===== src/rtl/mpt_pkg.sv =====
package mpt_pkg;
  typedef enum logic [1:0] {
    REQ_COMMIT  = 2'd0,
    REQ_RESTART = 2'd1,
    REQ_KILL    = 2'd2,
    REQ_NONE    = 2'd3
  } req_kind_e;

  // pending vector: bit0 commit, bit1 restart, bit2 kill
  function automatic logic [2:0] req_bit(input logic [1:0] kind);
    case (kind)
      REQ_COMMIT:  req_bit = 3'b001;
      REQ_RESTART: req_bit = 3'b010;
      REQ_KILL:    req_bit = 3'b100;
      default:     req_bit = 3'b000;
    endcase
  endfunction

  // kill beats restart beats commit
  function automatic logic [2:0] pick_issue(input logic [2:0] pend);
    if (pend[2])      pick_issue = 3'b100;
    else if (pend[1]) pick_issue = 3'b010;
    else if (pend[0]) pick_issue = 3'b001;
    else              pick_issue = 3'b000;
  endfunction
endpackage


===== src/rtl/mpt_alloc.sv =====
module mpt_alloc #(
  parameter int NCTX  = 6,
  parameter int DEPTH = 3,
  parameter int PW    = 3,
  parameter int IW    = 3
) (
  input  logic [NCTX-1:0]         live,
  input  logic [NCTX-1:0][PW-1:0] paths,
  input  logic [NCTX-1:0][IW-1:0] gid,
  input  logic                    br_vld,
  input  logic                    br_lowconf,
  input  logic [IW-1:0]           br_ctx,
  input  logic                    start_fire,
  input  logic [IW-1:0]           start_ctx,
  input  logic                    res_fire,
  input  logic [IW-1:0]           res_grp,
  output logic                    fork_fire,
  output logic [IW-1:0]           fork_dst
);
  logic          found;
  logic          src_ok;
  logic          same_thread;
  logic [IW-1:0] sidx;

  assign sidx = (int'(br_ctx) < NCTX) ? br_ctx : '0;

  always_comb begin
    found    = 1'b0;
    fork_dst = '0;
    for (int i = 0; i < NCTX; i++) begin
      if (!found && !live[i] && !(start_fire && start_ctx == IW'(i))) begin
        found    = 1'b1;
        fork_dst = IW'(i);
      end
    end
  end

  assign src_ok = br_vld && br_lowconf && (int'(br_ctx) < NCTX) && live[sidx] &&
                  (paths[sidx] < PW'(DEPTH));
  assign same_thread = res_fire && (gid[sidx] == res_grp);
  assign fork_fire = src_ok && found && !same_thread;
endmodule


===== src/rtl/mpt_state.sv =====
module mpt_state #(
  parameter int NCTX  = 6,
  parameter int DEPTH = 3,
  parameter int PW    = 3,
  parameter int IW    = 3
) (
  input  logic                       clk,
  input  logic                       rst_n,
  input  logic                       start_fire,
  input  logic [IW-1:0]              start_ctx,
  input  logic                       done_fire,
  input  logic [IW-1:0]              done_ctx,
  input  logic                       fork_fire,
  input  logic [IW-1:0]              fork_src,
  input  logic [IW-1:0]              fork_dst,
  input  logic                       res_fire,
  input  logic [IW-1:0]              res_grp,
  input  logic                       res_dir,
  output logic [NCTX-1:0]            live_q,
  output logic [NCTX-1:0][PW-1:0]    paths_q,
  output logic [NCTX-1:0][DEPTH-1:0] dir_q,
  output logic [NCTX-1:0][IW-1:0]    gid_q,
  output logic [NCTX-1:0]            disc,
  output logic [NCTX-1:0]            drop_q
);
  logic [NCTX-1:0]            member;
  logic [NCTX-1:0]            n_live;
  logic [NCTX-1:0][PW-1:0]    n_paths;
  logic [NCTX-1:0][DEPTH-1:0] n_dir;
  logic [NCTX-1:0][IW-1:0]    n_gid;

  function automatic logic [DEPTH-1:0] level_mask(input logic [PW-1:0] lvl);
    level_mask = DEPTH'(1) << lvl;
  endfunction

  for (genvar g = 0; g < NCTX; g++) begin : g_member
    assign member[g] = res_fire && live_q[g] && (paths_q[g] != '0) && (gid_q[g] == res_grp);
    assign disc[g]   = member[g] && (dir_q[g][0] != res_dir);
  end

  always_comb begin
    for (int i = 0; i < NCTX; i++) begin
      n_live[i]  = live_q[i];
      n_paths[i] = paths_q[i];
      n_dir[i]   = dir_q[i];
      n_gid[i]   = gid_q[i];
      if (member[i]) begin
        if (disc[i]) begin
          n_live[i]  = 1'b0;
          n_paths[i] = '0;
          n_dir[i]   = '0;
          n_gid[i]   = '0;
        end else begin
          n_paths[i] = paths_q[i] - PW'(1);
          n_dir[i]   = dir_q[i] >> 1;
        end
      end else if (fork_fire && fork_src == IW'(i)) begin
        n_paths[i] = paths_q[i] + PW'(1);
      end else if (fork_fire && fork_dst == IW'(i)) begin
        n_live[i]  = 1'b1;
        n_paths[i] = paths_q[fork_src] + PW'(1);
        n_dir[i]   = dir_q[fork_src] | level_mask(paths_q[fork_src]);
        n_gid[i]   = gid_q[fork_src];
      end else if (start_fire && start_ctx == IW'(i)) begin
        n_live[i]  = 1'b1;
        n_paths[i] = '0;
        n_dir[i]   = '0;
        n_gid[i]   = IW'(i);
      end else if (done_fire && done_ctx == IW'(i)) begin
        n_live[i]  = 1'b0;
        n_paths[i] = '0;
        n_dir[i]   = '0;
        n_gid[i]   = '0;
      end
    end
  end

  always_ff @(posedge clk) begin
    if (!rst_n) begin
      live_q  <= '0;
      paths_q <= '0;
      dir_q   <= '0;
      gid_q   <= '0;
      drop_q  <= '0;
    end else begin
      live_q  <= n_live;
      paths_q <= n_paths;
      dir_q   <= n_dir;
      gid_q   <= n_gid;
      drop_q  <= disc;
    end
  end
endmodule


===== src/rtl/mpt_hold.sv =====
module mpt_hold
  import mpt_pkg::*;
#(
  parameter int NCTX = 6,
  parameter int PW   = 3,
  parameter int IW   = 3
) (
  input  logic                    clk,
  input  logic                    rst_n,
  input  logic [NCTX-1:0]         live,
  input  logic [NCTX-1:0][PW-1:0] paths,
  input  logic [NCTX-1:0][IW-1:0] gid,
  input  logic [NCTX-1:0]         disc,
  input  logic                    req_vld,
  input  logic [IW-1:0]           req_ctx,
  input  logic [1:0]              req_kind,
  output logic [NCTX-1:0]         hold,
  output logic [NCTX-1:0]         spawn_hold,
  output logic [NCTX-1:0]         iss_commit,
  output logic [NCTX-1:0]         iss_restart,
  output logic [NCTX-1:0]         iss_kill
);
  logic [NCTX-1:0]       grp_mp;
  logic [NCTX-1:0][2:0]  pend_q;
  logic [NCTX-1:0][2:0]  pend_n;
  logic [NCTX-1:0][2:0]  iss_q;

  always_comb begin
    grp_mp = '0;
    for (int g = 0; g < NCTX; g++)
      for (int j = 0; j < NCTX; j++)
        if (live[j] && (paths[j] != '0) && (gid[j] == IW'(g))) grp_mp[g] = 1'b1;
  end

  for (genvar i = 0; i < NCTX; i++) begin : g_ctx
    assign hold[i]        = live[i] && (int'(gid[i]) < NCTX) && grp_mp[gid[i]];
    assign spawn_hold[i]  = live[i] && (paths[i] != '0);
    assign pend_n[i]      = pend_q[i] |
                            ((req_vld && req_ctx == IW'(i)) ? req_bit(req_kind) : 3'b000);
    assign iss_commit[i]  = iss_q[i][0];
    assign iss_restart[i] = iss_q[i][1];
    assign iss_kill[i]    = iss_q[i][2];
  end

  always_ff @(posedge clk) begin
    if (!rst_n) begin
      pend_q <= '0;
      iss_q  <= '0;
    end else begin
      for (int i = 0; i < NCTX; i++) begin
        if (disc[i] || !live[i]) begin
          pend_q[i] <= 3'b000;
          iss_q[i]  <= 3'b000;
        end else if (!hold[i] && (pend_n[i] != 3'b000)) begin
          pend_q[i] <= 3'b000;
          iss_q[i]  <= pick_issue(pend_n[i]);
        end else begin
          pend_q[i] <= pend_n[i];
          iss_q[i]  <= 3'b000;
        end
      end
    end
  end
endmodule


===== src/rtl/mpt_tracker.sv =====
module mpt_tracker #(
  parameter int NCTX  = 6,
  parameter int DEPTH = 3,
  localparam int PW   = $clog2(DEPTH + 2),
  localparam int IW   = $clog2(NCTX)
) (
  input  logic                  clk,
  input  logic                  rst_n,
  input  logic                  start_vld_i,
  input  logic [IW-1:0]         start_ctx_i,
  input  logic                  done_vld_i,
  input  logic [IW-1:0]         done_ctx_i,
  input  logic                  br_vld_i,
  input  logic                  br_lowconf_i,
  input  logic [IW-1:0]         br_ctx_i,
  output logic                  fork_ok_o,
  output logic [IW-1:0]         fork_ctx_o,
  input  logic                  rs_vld_i,
  input  logic [IW-1:0]         rs_ctx_i,
  input  logic                  rs_dir_i,
  input  logic                  req_vld_i,
  input  logic [IW-1:0]         req_ctx_i,
  input  logic [1:0]            req_kind_i,
  output logic [NCTX-1:0]       live_o,
  output logic [NCTX-1:0]       mp_o,
  output logic [NCTX*PW-1:0]    paths_o,
  output logic [NCTX*DEPTH-1:0] dir_o,
  output logic [NCTX-1:0]       hold_o,
  output logic [NCTX-1:0]       spawn_hold_o,
  output logic [NCTX-1:0]       drop_o,
  output logic [NCTX-1:0]       iss_commit_o,
  output logic [NCTX-1:0]       iss_restart_o,
  output logic [NCTX-1:0]       iss_kill_o
);
  logic [NCTX-1:0]            live_q;
  logic [NCTX-1:0][PW-1:0]    paths_q;
  logic [NCTX-1:0][DEPTH-1:0] dir_q;
  logic [NCTX-1:0][IW-1:0]    gid_q;
  logic [NCTX-1:0]            disc;

  logic          start_fire, done_fire, res_fire, fork_fire;
  logic [IW-1:0] start_idx, done_idx, rs_idx, fork_dst, res_grp;

  function automatic logic [IW-1:0] safe_idx(input logic [IW-1:0] c);
    safe_idx = (int'(c) < NCTX) ? c : '0;
  endfunction

  assign start_idx  = safe_idx(start_ctx_i);
  assign done_idx   = safe_idx(done_ctx_i);
  assign rs_idx     = safe_idx(rs_ctx_i);

  assign start_fire = start_vld_i && (int'(start_ctx_i) < NCTX) && !live_q[start_idx];
  assign res_fire   = rs_vld_i && (int'(rs_ctx_i) < NCTX) && live_q[rs_idx] &&
                      (paths_q[rs_idx] != '0);
  assign res_grp    = gid_q[rs_idx];
  assign done_fire  = done_vld_i && (int'(done_ctx_i) < NCTX) && live_q[done_idx] &&
                      (paths_q[done_idx] == '0) && !(fork_fire && br_ctx_i == done_ctx_i);

  mpt_alloc #(.NCTX(NCTX), .DEPTH(DEPTH), .PW(PW), .IW(IW)) u_alloc (
    .live(live_q), .paths(paths_q), .gid(gid_q),
    .br_vld(br_vld_i), .br_lowconf(br_lowconf_i), .br_ctx(br_ctx_i),
    .start_fire(start_fire), .start_ctx(start_ctx_i),
    .res_fire(res_fire), .res_grp(res_grp),
    .fork_fire(fork_fire), .fork_dst(fork_dst)
  );

  mpt_state #(.NCTX(NCTX), .DEPTH(DEPTH), .PW(PW), .IW(IW)) u_state (
    .clk(clk), .rst_n(rst_n),
    .start_fire(start_fire), .start_ctx(start_ctx_i),
    .done_fire(done_fire), .done_ctx(done_ctx_i),
    .fork_fire(fork_fire), .fork_src(br_ctx_i), .fork_dst(fork_dst),
    .res_fire(res_fire), .res_grp(res_grp), .res_dir(rs_dir_i),
    .live_q(live_q), .paths_q(paths_q), .dir_q(dir_q), .gid_q(gid_q),
    .disc(disc), .drop_q(drop_o)
  );

  mpt_hold #(.NCTX(NCTX), .PW(PW), .IW(IW)) u_hold (
    .clk(clk), .rst_n(rst_n),
    .live(live_q), .paths(paths_q), .gid(gid_q), .disc(disc),
    .req_vld(req_vld_i), .req_ctx(req_ctx_i), .req_kind(req_kind_i),
    .hold(hold_o), .spawn_hold(spawn_hold_o),
    .iss_commit(iss_commit_o), .iss_restart(iss_restart_o), .iss_kill(iss_kill_o)
  );

  assign fork_ok_o  = fork_fire;
  assign fork_ctx_o = fork_dst;
  assign live_o     = live_q;

  for (genvar i = 0; i < NCTX; i++) begin : g_out
    assign mp_o[i]                   = paths_q[i] != '0;
    assign paths_o[i*PW +: PW]       = paths_q[i];
    assign dir_o[i*DEPTH +: DEPTH]   = dir_q[i];
  end
endmodule


===== config.mk =====
export PLATFORM = sky130hd
export DESIGN_NAME = mpt_tracker
export DESIGN_NICKNAME = d
export VERILOG_FILES = /design/src/rtl/mpt_pkg.sv /design/src/rtl/mpt_alloc.sv /design/src/rtl/mpt_state.sv /design/src/rtl/mpt_hold.sv /design/src/rtl/mpt_tracker.sv
export SDC_FILE = /design/constraint.sdc
export NUM_CORES = 1
export LEC_CHECK = 0
export ABC_CLOCK_PERIOD_IN_PS = 8590
export BUFFER_PORTS_ARGS = -buffer_cell sky130_fd_sc_hd__buf_4
export CAP_MARGIN = 20
export CORE_MARGIN = 2
export CORE_UTILIZATION = 63
export DETAILED_ROUTE_END_ITERATION = 12
export PLACE_DENSITY = 0.87
export SLEW_MARGIN = 0
export SYNTH_ARGS = -nofsm -noshare
export SYNTH_HDL_FRONTEND = slang
export SYNTH_SLANG_ARGS = --single-unit

===== constraint.sdc =====
create_clock -name clk -period 8.59 [get_ports clk]
set_input_delay 2.577 -clock clk [delete_from_list [all_inputs] [get_ports clk]]
set_output_delay 2.577 -clock clk [all_outputs]
set_load 0.1 [all_outputs]

---- Word level (Yosys, flattened, before mapping) ----
Cells that the tools add are included.
cells by class
  eq/ne operators ......................... 83
  shift operators ......................... 1
  mux-type cells .......................... 237
  reduce and logical (&&, ||, !) cells .... 248
  bitwise logic cells ..................... 14
  add/sub/neg operators ................... 13
  order comparisons ....................... 22
operator list
  kind                                                    number
  2-to-1 mux 3 bit                                        115
  logical AND 1 bit                                       142
  2-to-1 mux 1 bit                                        95
  binary-select mux 3 bit (select 3 bit)                  8
  == test 3 x 2 -> 1 bit (second input constant)          22
  == test 3 bit (second input constant)                   22
  < comparator 3 x 4 -> 1 bit (second input constant)     11
  nonzero test 3 bit                                      13
  zero test 3 bit                                         12
  OR reduction 3 bit                                      12
  == test 3 x 1 -> 1 bit (second input constant)          11
  binary-select mux 1 bit (select 3 bit)                  10
  < comparator 3 bit (second input constant)              10
  nonzero test 5 bit                                      6
  OR reduction 5 bit                                      6
  zero test 1 bit                                         26
  == test 3 bit                                           8
  inequality test 2 x 1 -> 1 bit (second input constant)  12
  nonzero test 4 bit                                      6
  OR reduction 4 bit                                      6
  adder 3 x 1 -> 3 bit (second input constant)            7
  OR 3 bit                                                7
  AND reduction 3 bit                                     6
  subtractor 3 x 1 -> 3 bit (second input constant)       6
  11 further kinds                                        39
word-level totals
  flip-flop bits (word level) ............. 102
  output and inout port bits .............. 88
  word-level logic and storage cells ...... 667

---- Logic depth before layout (Yosys ltp) ----
Gate-level depths: netlist of run 1.
  depth in word-level cells ............... 41
  gate-level depth with buffers ........... 17
  mapped depth without buffers ............ 13

---- Modules after synthesis ----
A second synthesis of run 1 with hierarchy kept.
second synthesis, totals
  cell total of the unflattened synthesis .. 997
  area total of the unflattened synthesis .. 8149.1 um^2
modules (own cells, without submodules)
  module       seq. area each (um^2)  cells each  area an instance (um^2)  instances
  mpt_state    1321.3                 536         4538.1                   1
  mpt_hold     720.7                  329         2635.0                   1
  mpt_alloc    0.0                    75          521.8                    1
  mpt_tracker  0.0                    57          454.2                    1

---- Worst setup path before layout of run 1 ----
No wires, ideal clock.
  kind .................................... reg-to-output
  from .................................... register u_state.paths_q[6] in the netlist's numbering
  to ...................................... output hold_o[0]
  cell stages (with the launch flop) ...... 12
  buffers on the path ..................... 0
  data arrival time ....................... 5.358 ns
  setup slack ............................. 0.655 ns
  cell sequence ........................... dfxtp_1 inv_1 ha_1 nand2b_1 nand2_1 inv_1 and3_1 nor4_1 mux4_2 nor2_1 a31oi_1 nor2_1
on the way
  longest elaborated chain between the ends .. 10
ends and longest elaborated chain
  what                                      line               source
  start: declaration                        mpt_state.sv:20    output logic [NCTX-1:0][PW-1:0] paths_q,
  start signal: assignment                  mpt_state.sv:87    paths_q <= n_paths;
  nonzero test 3 bit *                      --
  via mp_o[2]                               mpt_tracker.sv:25  output logic [NCTX-1:0] mp_o,
  logical AND 1 bit *                       mpt_hold.sv:32     if (live[j] && (paths[j] != '0) && (gid[j] == IW'(g))) grp_mp[g] = 1'b1;
  via spawn_hold_o[2]                       mpt_tracker.sv:29  output logic [NCTX-1:0] spawn_hold_o,
  logical AND 1 bit                         mpt_hold.sv:32
  2-to-1 mux 1 bit (4 in series)            mpt_hold.sv:32
  binary-select mux 1 bit (select 3 bit) *  mpt_hold.sv:36     assign hold[i] = live[i] && (int'(gid[i]) < NCTX) && grp_mp[gid[i]];
  2-to-1 mux 1 bit (not written as such) *  mpt_hold.sv:36
  logical AND 1 bit *                       mpt_hold.sv:36
  end: declaration                          mpt_tracker.sv:28  output logic [NCTX-1:0] hold_o,
Mark *: on every way through the listed nets, which the timed path passes. The rest lies on a longest branch. The select of a mux whose other input is x is not followed.

---- Final worst setup path of run 1 ----
  from .................................... input start_ctx_i[1]
  to ...................................... output fork_ok_o
on the way
  longest elaborated chain between the ends .. 32
ends and longest elaborated chain
  what                                    line                                  source
  start: declaration                      mpt_tracker.sv:10                     input logic [IW-1:0] start_ctx_i,
  < comparator 3 bit                      mpt_tracker.sv:45, mpt_tracker.sv:52
  2-to-1 mux 3 bit                        mpt_tracker.sv:45                     safe_idx = (int'(c) < NCTX) ? c : '0;
  binary-select mux 1 bit (select 3 bit)  mpt_tracker.sv:52                     assign start_fire = start_vld_i && (int'(start_ctx_i) < NCTX) && !live_q[start_idx];
  2-to-1 mux 1 bit (not written as such)  mpt_tracker.sv:52
  zero test 1 bit                         mpt_tracker.sv:52
  logical AND 1 bit                       mpt_tracker.sv:52
  logical AND 1 bit                       mpt_alloc.sv:31                       if (!found && !live[i] && !(start_fire && start_ctx == IW'(i))) begin
  zero test 1 bit                         mpt_alloc.sv:31
  [13 not listed]                         --
  2-to-1 mux 1 bit                        mpt_alloc.sv:31
  zero test 1 bit                         mpt_alloc.sv:31
  logical AND 1 bit (2 in series)         mpt_alloc.sv:31
  2-to-1 mux 1 bit                        mpt_alloc.sv:31
  zero test 1 bit                         mpt_alloc.sv:31
  logical AND 1 bit (2 in series)         mpt_alloc.sv:31
  2-to-1 mux 1 bit *                      mpt_alloc.sv:31
  logical AND 1 bit * (2 in series)       mpt_alloc.sv:41                       assign fork_fire = src_ok && found && !same_thread;
  end: declaration                        mpt_tracker.sv:16                     output logic fork_ok_o,
Mark *: on every way between the ends. The rest lies on a longest branch, timed or not. The select of a mux whose other input is x is not followed.

==> results.sh, run 1 <==
export IMPL_max_vdd_ir_drop_mv=0.135
export IMPL_yosys_register_bits=102
export IMPL_synth_edf_count=0
export IMPL_p_sw_uw=325
export IMPL_avgViaCountPerCell=7.28
export IMPL_dp_final_hpwl_um=21300
export IMPL_drc_errors=0
export IMPL_synthCells=954
export IMPL_routabilityCongestion=1.03
export IMPL_clkSinkCount=102
export IMPL_fin_skew_ns=0.00998
export IMPL_final_cells=1198
export IMPL_fin_hold_ws_ns=0.487
export IMPL_run_status="completed"
export IMPL_ios=114
export IMPL_drive_above_1_share=0.203
export IMPL_antenna_found_initial=0
export IMPL_cts_tree="yes"
export IMPL_n_antenna_cell=0
export IMPL_finalCritPeriodShare=0.954
export IMPL_syn_num_nets=1002
export IMPL_wl_per_cell_um=24.4
export IMPL_initial_utilization=0.653
export IMPL_critical_path_class="in -> out"
export IMPL_numCtsBuffers=9
export IMPL_slew_viol_final=0
export IMPL_yosys_top_cells_area="dfxtp_1, mux4_2, ha_1"
export IMPL_cts_repair_resized=0
export IMPL_pwr_share_comb=0.167
export IMPL_required_ns=6.01
export IMPL_synth_distinct_cells=115
export IMPL_drt_pre_antenna_iters=6
export IMPL_p_sw_frac=0.308
export IMPL_dieArea_sq_um=13500
export IMPL_fin_ws_ns=0.394
export IMPL_synth_seq_area_share=0.258
export IMPL_syn_area_sq_um=7910
export IMPL_grt_usage=0.435
export IMPL_p_leak_nw=3.39
export IMPL_die_h_um=116
export IMPL_grt_setup_unrepaired="false"
export IMPL_synth_top_area_frac=0.258
export IMPL_ant_nets=0
export IMPL_place_ws_ns=0.560
export IMPL_yosysWarnings=0
export IMPL_ys_dominant_reg_cell="dfxtp_1"
export IMPL_syn_area_per_cell_sq_um=8.29
export IMPL_synth_async_sr_flop_share=0
export IMPL_vias=8723
export IMPL_powerDensity_nw_per_um2=118
export IMPL_grt_max_degree=40
export IMPL_clkTransAtPathRegs_ns=0.07
export IMPL_wl_um=29200
export IMPL_grt_pass1_vias=7875
export IMPL_power_internal_uw=732
export IMPL_max_freq_mhz=122
export IMPL_rows=40
export IMPL_min_delay_path_class="reg -> reg"
export IMPL_place_inst=1180
export IMPL_tightestPinTransition_ns=0.911
export IMPL_clock_root_buffer="clkbuf_16"
export IMPL_worstPathMaxFanout=12
export IMPL_nets=1073
export IMPL_p_clk_frac=0.371
export IMPL_startpoint_type="primary input"
export IMPL_p_seq_frac=0.462
export IMPL_htreeDepth=3
export IMPL_synth_most_common_cell="dfxtp_1"
export IMPL_finalSetupViolCount=0
export IMPL_syn_to_final_growth_pct=13.0
export IMPL_max_cap_viol_count=0
export IMPL_fin_tns_setup_ns=0
export IMPL_clockBufferDepth=2
export IMPL_yosys_area_top_type="dfxtp_1"
export IMPL_final_hold_violation_count=0
export IMPL_hold_buffers=0
export IMPL_grt_overflow_total=0
export IMPL_port_buffers=113
export IMPL_maxSlewHeadroom=0.387
export IMPL_core_area_sq_um=12100
export IMPL_synth_common_cells="dfxtp_1, nand2_1, nor2_1, a21oi_1, inv_1"
export IMPL_endpoint_kind="output port"
export IMPL_drt_iter0_drc=1444
export IMPL_power_mw=1.06
export IMPL_die_width_um=116
export IMPL_period_minus_slack_ns=8.20
export IMPL_postCtsSetupBuffers=0
export IMPL_crit_arrival_ns=5.62
export IMPL_grt_first_pass_wirelength_um=44500
export IMPL_clock_latency_ns=0.36
power by group through the flow:
stage | Combinational, mW | Sequential [mW] | Clock, mW
after floorplan | 0.121 | 0.503 | 0
after global placement | 0.168 | 0.498 | 0
after detailed placement | 0.169 | 0.498 | 0
after CTS | 0.170 | 0.487 | 0.391
after global routing | 0.185 | 0.488 | 0.409
final | 0.176 | 0.488 | 0.392
final timing paths:
path	depth (start not counted)	endpoint	slack, ns	from
worst max register to register	10	u_state.paths_q[7]$_SDFFE_PN0P_	4.50	u_state.live_q[2]$_SDFFE_PN0P_
worst min-delay path	1	u_hold.iss_restart[4]$_SDFF_PP0_	0.49	u_hold.pend_q[14]$_SDFF_PP0_
worst max-delay path	9	fork_ok_o	0.39	start_ctx_i[1]
worst min register to register	1	u_hold.iss_restart[4]$_SDFF_PP0_	0.49	u_hold.pend_q[14]$_SDFF_PP0_
layer usage:
metal  share of wire  track usage
met1            0.37        0.570
met2            0.42        0.655
met3            0.13        0.108
met4           0.076        0.251
met5               0            0
registers in the layout, summed over array words and instances, names as in the netlist:
| signal | flops |
|---|---|
| u_state.dir_q | 18 |
| u_hold.iss_commit | 6 |
| u_hold.pend_q | 18 |
| u_state.gid_q | 18 |
| u_state.paths_q | 18 |
| u_state.live_q | 6 |
| u_state.drop_q | 6 |
| u_hold.iss_kill | 6 |
| u_hold.iss_restart | 6 |
metrics by stage:
step	utilization	cell area (sq um)
CTS	0.737	8920
finish	0.738	8930
global placement	0.714	8650
global route	0.738	8930
floorplan	-	7910
detailed placement	0.714	8650
cells by family (layout without fill, tap and decap cells):
kind of cell    Yosys count  count (layout)  synth area share
buf+inv                 106             182            0.0674
simple gates            380             380             0.262
mux                      31              31            0.0639
fa+ha+maj                22              22            0.0348
compound gates          291             291             0.288
flops                   102             102             0.258
xor+xnor                 22              22            0.0253
cells in the final DEF, fill, tap and decap left out, types with 8 or more instances in the layout:
| cell type | instances |
|---|---|
| xnor2_1 | 10 |
| o21ai_0 | 31 |
| nor2b_1 | 33 |
| nor4_1 | 20 |
| a21o_1 | 8 |
| and3_1 | 17 |
| ha_1 | 22 |
| nor3_1 | 35 |
| a22oi_1 | 20 |
| o32ai_1 | 11 |
| a21oi_1 | 52 |
| inv_1 | 44 |
| nand4_1 | 17 |
| a211oi_1 | 14 |
| o31ai_1 | 11 |
| nand2_1 | 72 |
| clkbuf_16 | 9 |
| o22ai_1 | 12 |
| a31oi_1 | 12 |
| mux2i_1 | 13 |
| mux4_2 | 15 |
| buf_4 | 117 |
| o21a_1 | 18 |
| or2_2 | 10 |
| and2_1 | 10 |
| xor2_1 | 11 |
| o2bb2ai_1 | 8 |
| nand2b_1 | 24 |
| nor2_1 | 69 |
| nand3_1 | 25 |
| dfxtp_1 | 102 |
final cells by class:
cell class | count | area (sq um)
multi-input cells | 746 | 5340
fillers | 1000 | 3180
flip-flops and latches | 102 | 2040
repair buffers | 119 | 888
clock buffers | 11 | 233
well taps | 168 | 210
inverters | 47 | 181
clock inverters | 5 | 42.5
worst max-delay path, cell delays in order:
cell and delay [ns]:
buf_4 0.13, nor4b_1 0.72, nand2_1 0.20, a221oi_1 0.50, a221oi_1 0.23, nand2_1 0.33, a31o_1 0.51, inv_6 0.12
buf_4 0.27
Power figures use the tool's default switching activity.
==> inputs of run 2 (changes only) <==
--- a/config.mk
+++ b/config.mk
@@ -6,12 +6,12 @@
 export NUM_CORES = 1
 export LEC_CHECK = 0
 export ABC_CLOCK_PERIOD_IN_PS = 8590
-export BUFFER_PORTS_ARGS = -buffer_cell sky130_fd_sc_hd__buf_4
 export CAP_MARGIN = 20
 export CORE_MARGIN = 2
-export CORE_UTILIZATION = 63
+export CORE_UTILIZATION = 70
 export DETAILED_ROUTE_END_ITERATION = 12
-export PLACE_DENSITY = 0.87
+export DONT_BUFFER_PORTS = 1
+export PLACE_DENSITY = 0.86
 export SLEW_MARGIN = 0
 export SYNTH_ARGS = -nofsm -noshare
 export SYNTH_HDL_FRONTEND = slang
==> run 2 against run 1 <==
  * Global-route usage rose by 6.1 points
  * Critical path depth shrank 2
  * Maximum frequency rose by 5.7%
  * Largest power group unchanged
==> results.sh, run 2 (synthesis gave the netlist of run 1 again) <==
export IMPL_run_status="completed"
export IMPL_ios=114
export IMPL_n_antenna_cell=0
export IMPL_fin_skew_ns=0.0127
export IMPL_wl_um=29600
export IMPL_htreeDepth=3
export IMPL_place_ws_ns=0.962
export IMPL_grt_setup_unrepaired="false"
export IMPL_crit_chain="nor4b_1 > nand2_1 > a221oi_1 > a221oi_1 > nand2_1 > a31o_1 > inv_6"
export IMPL_grt_pass1_vias=8098
export IMPL_grt_usage=0.496
export IMPL_worstPathMaxFanout=12
export IMPL_clkSinkCount=102
export IMPL_crit_family="simple AND/OR/NAND/NOR gates"
export IMPL_final_cell_mix="dfxtp_1, nand2_1, nor2_1"
export IMPL_maxSlewHeadroom=0.223
export IMPL_drc_errors=0
export IMPL_critPathBufInv=1
export IMPL_cts_tree="yes"
export IMPL_initial_utilization=0.723
export IMPL_max_freq_mhz=129
export IMPL_min_delay_path_class="reg -> reg"
export IMPL_grt_max_degree=40
export IMPL_vias=8600
export IMPL_wl_per_cell_um=27.2
export IMPL_hold_buffers=0
export IMPL_drt_iter0_drc=1683
export IMPL_clock_latency_ns=0.36
export IMPL_finalSetupViolCount=0
export IMPL_endpoint_kind="output port"
export IMPL_port_buffers=0
export IMPL_slew_viol_final=0
export IMPL_period_minus_slack_ns=7.75
export IMPL_rows=38
export IMPL_grt_overflow_total=0
export IMPL_syn_to_final_growth_pct=5.66
export IMPL_routabilityCongestion=1.06
export IMPL_grt_first_pass_wirelength_um=45100
export IMPL_max_vdd_ir_drop_mv=0.136
export IMPL_final_hold_violation_count=0
export IMPL_core_area_sq_um=10900
export IMPL_cts_repair_resized=0
export IMPL_ant_nets=0
export IMPL_drt_pre_antenna_iters=7
export IMPL_die_h_um=110
export IMPL_required_ns=6.01
export IMPL_clockBufferDepth=2
export IMPL_max_cap_viol_count=0
export IMPL_critical_path_class="in -> out"
export IMPL_postCtsSetupBuffers=0
export IMPL_drive_above_1_share=0.138
export IMPL_tightestPinTransition_ns=1.17
export IMPL_slowest_stage="nor4b_1"
export IMPL_die_width_um=110
export IMPL_nets=991
export IMPL_powerDensity_nw_per_um2=130
export IMPL_antenna_found_initial=0
export IMPL_startpoint_type="primary input"
export IMPL_p_leak_nw=2.99
export IMPL_clock_root_buffer="clkbuf_16"
export IMPL_fin_ws_ns=0.836
export IMPL_dp_final_hpwl_um=21900
export IMPL_crit_arrival_ns=5.18
export IMPL_finalCritPeriodShare=0.903
export IMPL_dieArea_sq_um=12200
export IMPL_layout_commonest_cell="dfxtp_1"
export IMPL_avgViaCountPerCell=7.90
export IMPL_cp_slowest_stage_delay_ns=0.62
export IMPL_fin_tns_setup_ns=0
export IMPL_clkTransAtPathRegs_ns=0.07
export IMPL_numCtsBuffers=9
run 2: changes by cell type in the layout (fill, tap and decap cells not counted), moves of 2 or more:
cell,before,now
clkbuf_1,2,0
a2111oi_1,2,0
inv_8,0,2
clkbuf_2,2,0
clkinv_8,0,2
inv_6,3,1
buf_4,117,37
run 2: path summary, 6_finish.rpt:
check,from,end,slack [ns],cells past startpoint
hold / removal,u_hold.pend_q[8]$_SDFF_PP0_,u_hold.iss_commit[2]$_SDFF_PP0_,0.49,1
setup reg to reg,u_state.paths_q[9]$_SDFFE_PN0P_,u_hold.pend_q[14]$_SDFF_PP0_,4.07,14
setup / recovery,start_ctx_i[1],fork_ok_o,0.84,7
hold reg to reg,u_hold.pend_q[8]$_SDFF_PP0_,u_hold.iss_commit[2]$_SDFF_PP0_,0.49,1
run 2: metal layers:
metal	wire (um)	part of all wire	vias up	GRT usage
met3	4440	0.15	234	0.172
met5	0	0	-	0
li1	-	-	3589	-
met4	2430	0.082	0	0.313
met1	10200	0.35	3917	0.614
met2	12500	0.42	860	0.735
run 2: cell type report:
type	count	area, sq um
tap	140	175
sequential	102	2040
fill	773	2580
multi-input combinational	746	5360
inverter	47	181
clock inverter	7	101
clock buffer	9	225
timing repair buffer	37	278
run 2: metrics by stage:
stage               power (mW)  std cells  hold WS (ns)   util  instance area [sq um]
floorplan                0.624        954         0.444      -                   7910
global placement         0.638       1072         0.458  0.734                   8030
detailed placement       0.641       1072         0.475  0.734                   8030
CTS                       1.07       1088         0.492  0.764                   8350
global route              1.10       1088         0.513  0.764                   8360
finish                    1.08       1088         0.492  0.764                   8360
run 2: power by group:
group | internal, mW | switching (mW)
Sequential | 0.475 | 0.00862
Clock | 0.236 | 0.209
Combinational | 0.0484 | 0.106
==> inputs of run 3 (changes only) <==
--- a/config.mk
+++ b/config.mk
@@ -5,13 +5,14 @@
 export SDC_FILE = /design/constraint.sdc
 export NUM_CORES = 1
 export LEC_CHECK = 0
+export ABC_AREA = 1
 export ABC_CLOCK_PERIOD_IN_PS = 8590
 export CAP_MARGIN = 20
 export CORE_MARGIN = 2
-export CORE_UTILIZATION = 70
+export CORE_UTILIZATION = 60
 export DETAILED_ROUTE_END_ITERATION = 12
 export DONT_BUFFER_PORTS = 1
-export PLACE_DENSITY = 0.86
+export PLACE_DENSITY = 0.76
 export SLEW_MARGIN = 0
 export SYNTH_ARGS = -nofsm -noshare
 export SYNTH_HDL_FRONTEND = slang
==> run 3 against run 2 <==
  * Count of clock-buffer cells in the layout is the same
  * Combinational power grew 38%
  * Sequential power grew 4.1%
  * Critical path depth grew 5
  * Register-to-register slack gained 0.16 ns
  * Synthesized area shrank 3.5%
  * Cell count grew 32%
  * Clock power is essentially flat
  * Critical path type unchanged
==> results.sh, run 3 <==
export IMPL_synth_distinct_cells=51
export IMPL_critPathBufInv=2
export IMPL_max_vdd_ir_drop_mv=0.147
export IMPL_fin_ws_ns=1.30
export IMPL_routabilityCongestion=1.07
export IMPL_syn_to_final_growth_pct=8.70
export IMPL_multi_input_area_sq_um=4760
export IMPL_place_ws_ns=1.34
export IMPL_r2r_start="u_state.paths_q[15]$_SDFFE_PN0P_"
export IMPL_critical_path_class="in -> out"
export IMPL_synth_async_sr_flop_share=0
export IMPL_core_area_sq_um=12500
export IMPL_grt_max_degree=37
export IMPL_hold_end="u_hold.pend_q[10]$_SDFF_PP0_"
export IMPL_hold_start="u_hold.pend_q[10]$_SDFF_PP0_"
export IMPL_regArea_sq_um=2040
export IMPL_min_delay_path_class="reg -> reg"
export IMPL_clockBufferDepth=2
export IMPL_grt_usage=0.416
export IMPL_nets=1307
export IMPL_crit_arrival_ns=4.71
export IMPL_clock_latency_ns=0.36
export IMPL_htreeDepth=3
export IMPL_rr_worst_depth=16
export IMPL_post_route_util=0.663
export IMPL_drc_errors=0
export IMPL_synth_top_area_frac=0.267
export IMPL_slew_viol_final=0
export IMPL_required_ns=6.01
export IMPL_syn_num_nets=1293
export IMPL_synth_edf_count=0
export IMPL_cp_slowest_stage_delay_ns=0.76
export IMPL_max_cap_viol_count=0
export IMPL_drive_above_1_share=0.0862
export IMPL_ys_dominant_reg_cell="dfxtp_1"
export IMPL_period_minus_slack_ns=7.29
export IMPL_n_antenna_cell=0
export IMPL_numCtsBuffers=9
export IMPL_met3_usage=0.0968
export IMPL_timing_rr_end="u_hold.iss_restart[1]$_SDFF_PP0_"
export IMPL_wl_um=28100
export IMPL_final_hold_violation_count=0
export IMPL_place_inst=1419
export IMPL_syn_area_sq_um=7630
export IMPL_drt_pre_antenna_iters=8
export IMPL_ios=114
export IMPL_grt_first_pass_wirelength_um=43000
export IMPL_vias=8733
export IMPL_fin_hold_ws_ns=0.508
export IMPL_finalSetupViolCount=0
export IMPL_synth_common_cells="nand2_1, inv_1, nand3_1, nor2_1, dfxtp_1"
export IMPL_nFillCells=1231
export IMPL_r2r_slack_ns=4.23
export IMPL_powerDensity_nw_per_um2=140
export IMPL_final_area_sq_um=8300
export IMPL_layout_commonest_cell="nand2_1"
export IMPL_max_freq_mhz=137
export IMPL_slowest_stage="inv_1"
export IMPL_fin_tns_setup_ns=0
export IMPL_worstPathMaxFanout=13
export IMPL_maxSlewHeadroom=0.265
export IMPL_placed_area_sq_um=7970
export IMPL_yosys_area_top_type="dfxtp_1"
export IMPL_syn_area_per_cell_sq_um=6.13
export IMPL_synth_most_common_cell="nand2_1"
export IMPL_hold_buffers=0
export IMPL_synthCells=1245
export IMPL_wl_per_cell_um=19.6
export IMPL_holdPathStages=2
export IMPL_finalCritPeriodShare=0.848
export IMPL_final_cells=1436
export IMPL_grt_pass1_vias=7922
export IMPL_clkTransAtPathRegs_ns=0.08
export IMPL_synth_seq_area_share=0.267
export IMPL_final_cell_mix="nand2_1, inv_1, nand3_1"
export IMPL_die_width_um=117
export IMPL_endpoint_kind="output port"
export IMPL_ant_nets=0
export IMPL_use_met2=0.639
export IMPL_yosys_register_bits=102
export IMPL_initial_utilization=0.610
export IMPL_p_leak_nw=3.93
export IMPL_startpoint_type="primary input"
export IMPL_run_status="completed"
export IMPL_antenna_found_initial=0
export IMPL_cts_repair_resized=0
export IMPL_rows=41
export IMPL_postCtsSetupBuffers=0
export IMPL_yosys_top_cells_area="dfxtp_1, nand2_1, inv_1"
export IMPL_power_mw=1.16
export IMPL_dieArea_sq_um=13600
export IMPL_die_h_um=117
export IMPL_crit_chain="nand2_2 > nand2_2 > nand2_1 > o21ai_0 > or2_1 > nand2_2 > nand2_1 > nand2_1 > inv_1 > nand3_4 > nand3_4 > inv_1"
export IMPL_fin_skew_ns=0.00911
export IMPL_cts_tree="yes"
export IMPL_avgViaCountPerCell=6.08
export IMPL_grt_setup_unrepaired="false"
export IMPL_yosysWarnings=0
export IMPL_crit_family="simple AND/OR/NAND/NOR gates"
export IMPL_gr_usage_met1=0.542
export IMPL_clkSinkCount=102
export IMPL_tightestPinTransition_ns=1.10
export IMPL_dp_final_hpwl_um=22000
export IMPL_port_buffers=0
export IMPL_drt_iter0_drc=1143
export IMPL_grt_overflow_total=0
export IMPL_busiest_layer="met2"
export IMPL_clock_root_buffer="clkbuf_16"
[run 3: cells by family (layout without fill, tap and decap cells)]
| kind of cell | after synthesis | after routing | share of synthesized area |
|---|---|---|---|
| AND/OR/NAND/NOR | 652 | 652 | 0.387 |
| buffers and inverters | 221 | 240 | 0.112 |
| AO/OA/AOI/OAI | 216 | 216 | 0.160 |
| flip-flops | 102 | 102 | 0.267 |
| XOR/XNOR | 32 | 32 | 0.0367 |
| adder cells (fa/ha/maj) | 22 | 22 | 0.0361 |
[run 3: worst max-delay path by stage]
stage,endpoint,start,slack [ns],cells after the start
after floorplan,hold_o[4],u_state.paths_q[6]$_SDFFE_PN0P_,0.69,11
after global placement,fork_ok_o,rs_ctx_i[1],1.39,12
after detailed placement,fork_ok_o,rs_ctx_i[1],1.34,12
after CTS,fork_ok_o,rs_ctx_i[1],1.33,12
after global routing,hold_o[5],u_state.paths_q[15]$_SDFFE_PN0P_,1.13,14
final,fork_ok_o,rs_ctx_i[1],1.30,12
[run 3: per-layer routing]
metal | wire, um | part of all wire | vias to the layer above
li1 | - | - | 4113
met2 | 12400 | 0.44 | 548
met4 | 1540 | 0.055 | 0
met5 | 0 | 0 | -
met3 | 3320 | 0.12 | 118
met1 | 10800 | 0.38 | 3954
[run 3: final cells by class]
cell class	instances	area share
sequential	102	0.246
tap	172	0.0259
inverter	193	0.0879
clock inverter	7	0.0122
clock buffer	9	0.0271
timing repair buffer	31	0.0277
multi-input combinational	922	0.573
[run 3: tightest hold or removal path, stage by stage, from the launching register on]
cell and delay (ns):
dfxtp_1 0.31, a21oi_1 0.07, nor2_1 0.10
[run 3: power by group]
group / switching, mW / total [mW] / internal [mW]
registers: 0.0254 / 0.504 / 0.478
clock network: 0.210 / 0.446 / 0.236
logic: 0.162 / 0.212 / 0.0500
total: 0.397 / 1.16 / 0.764
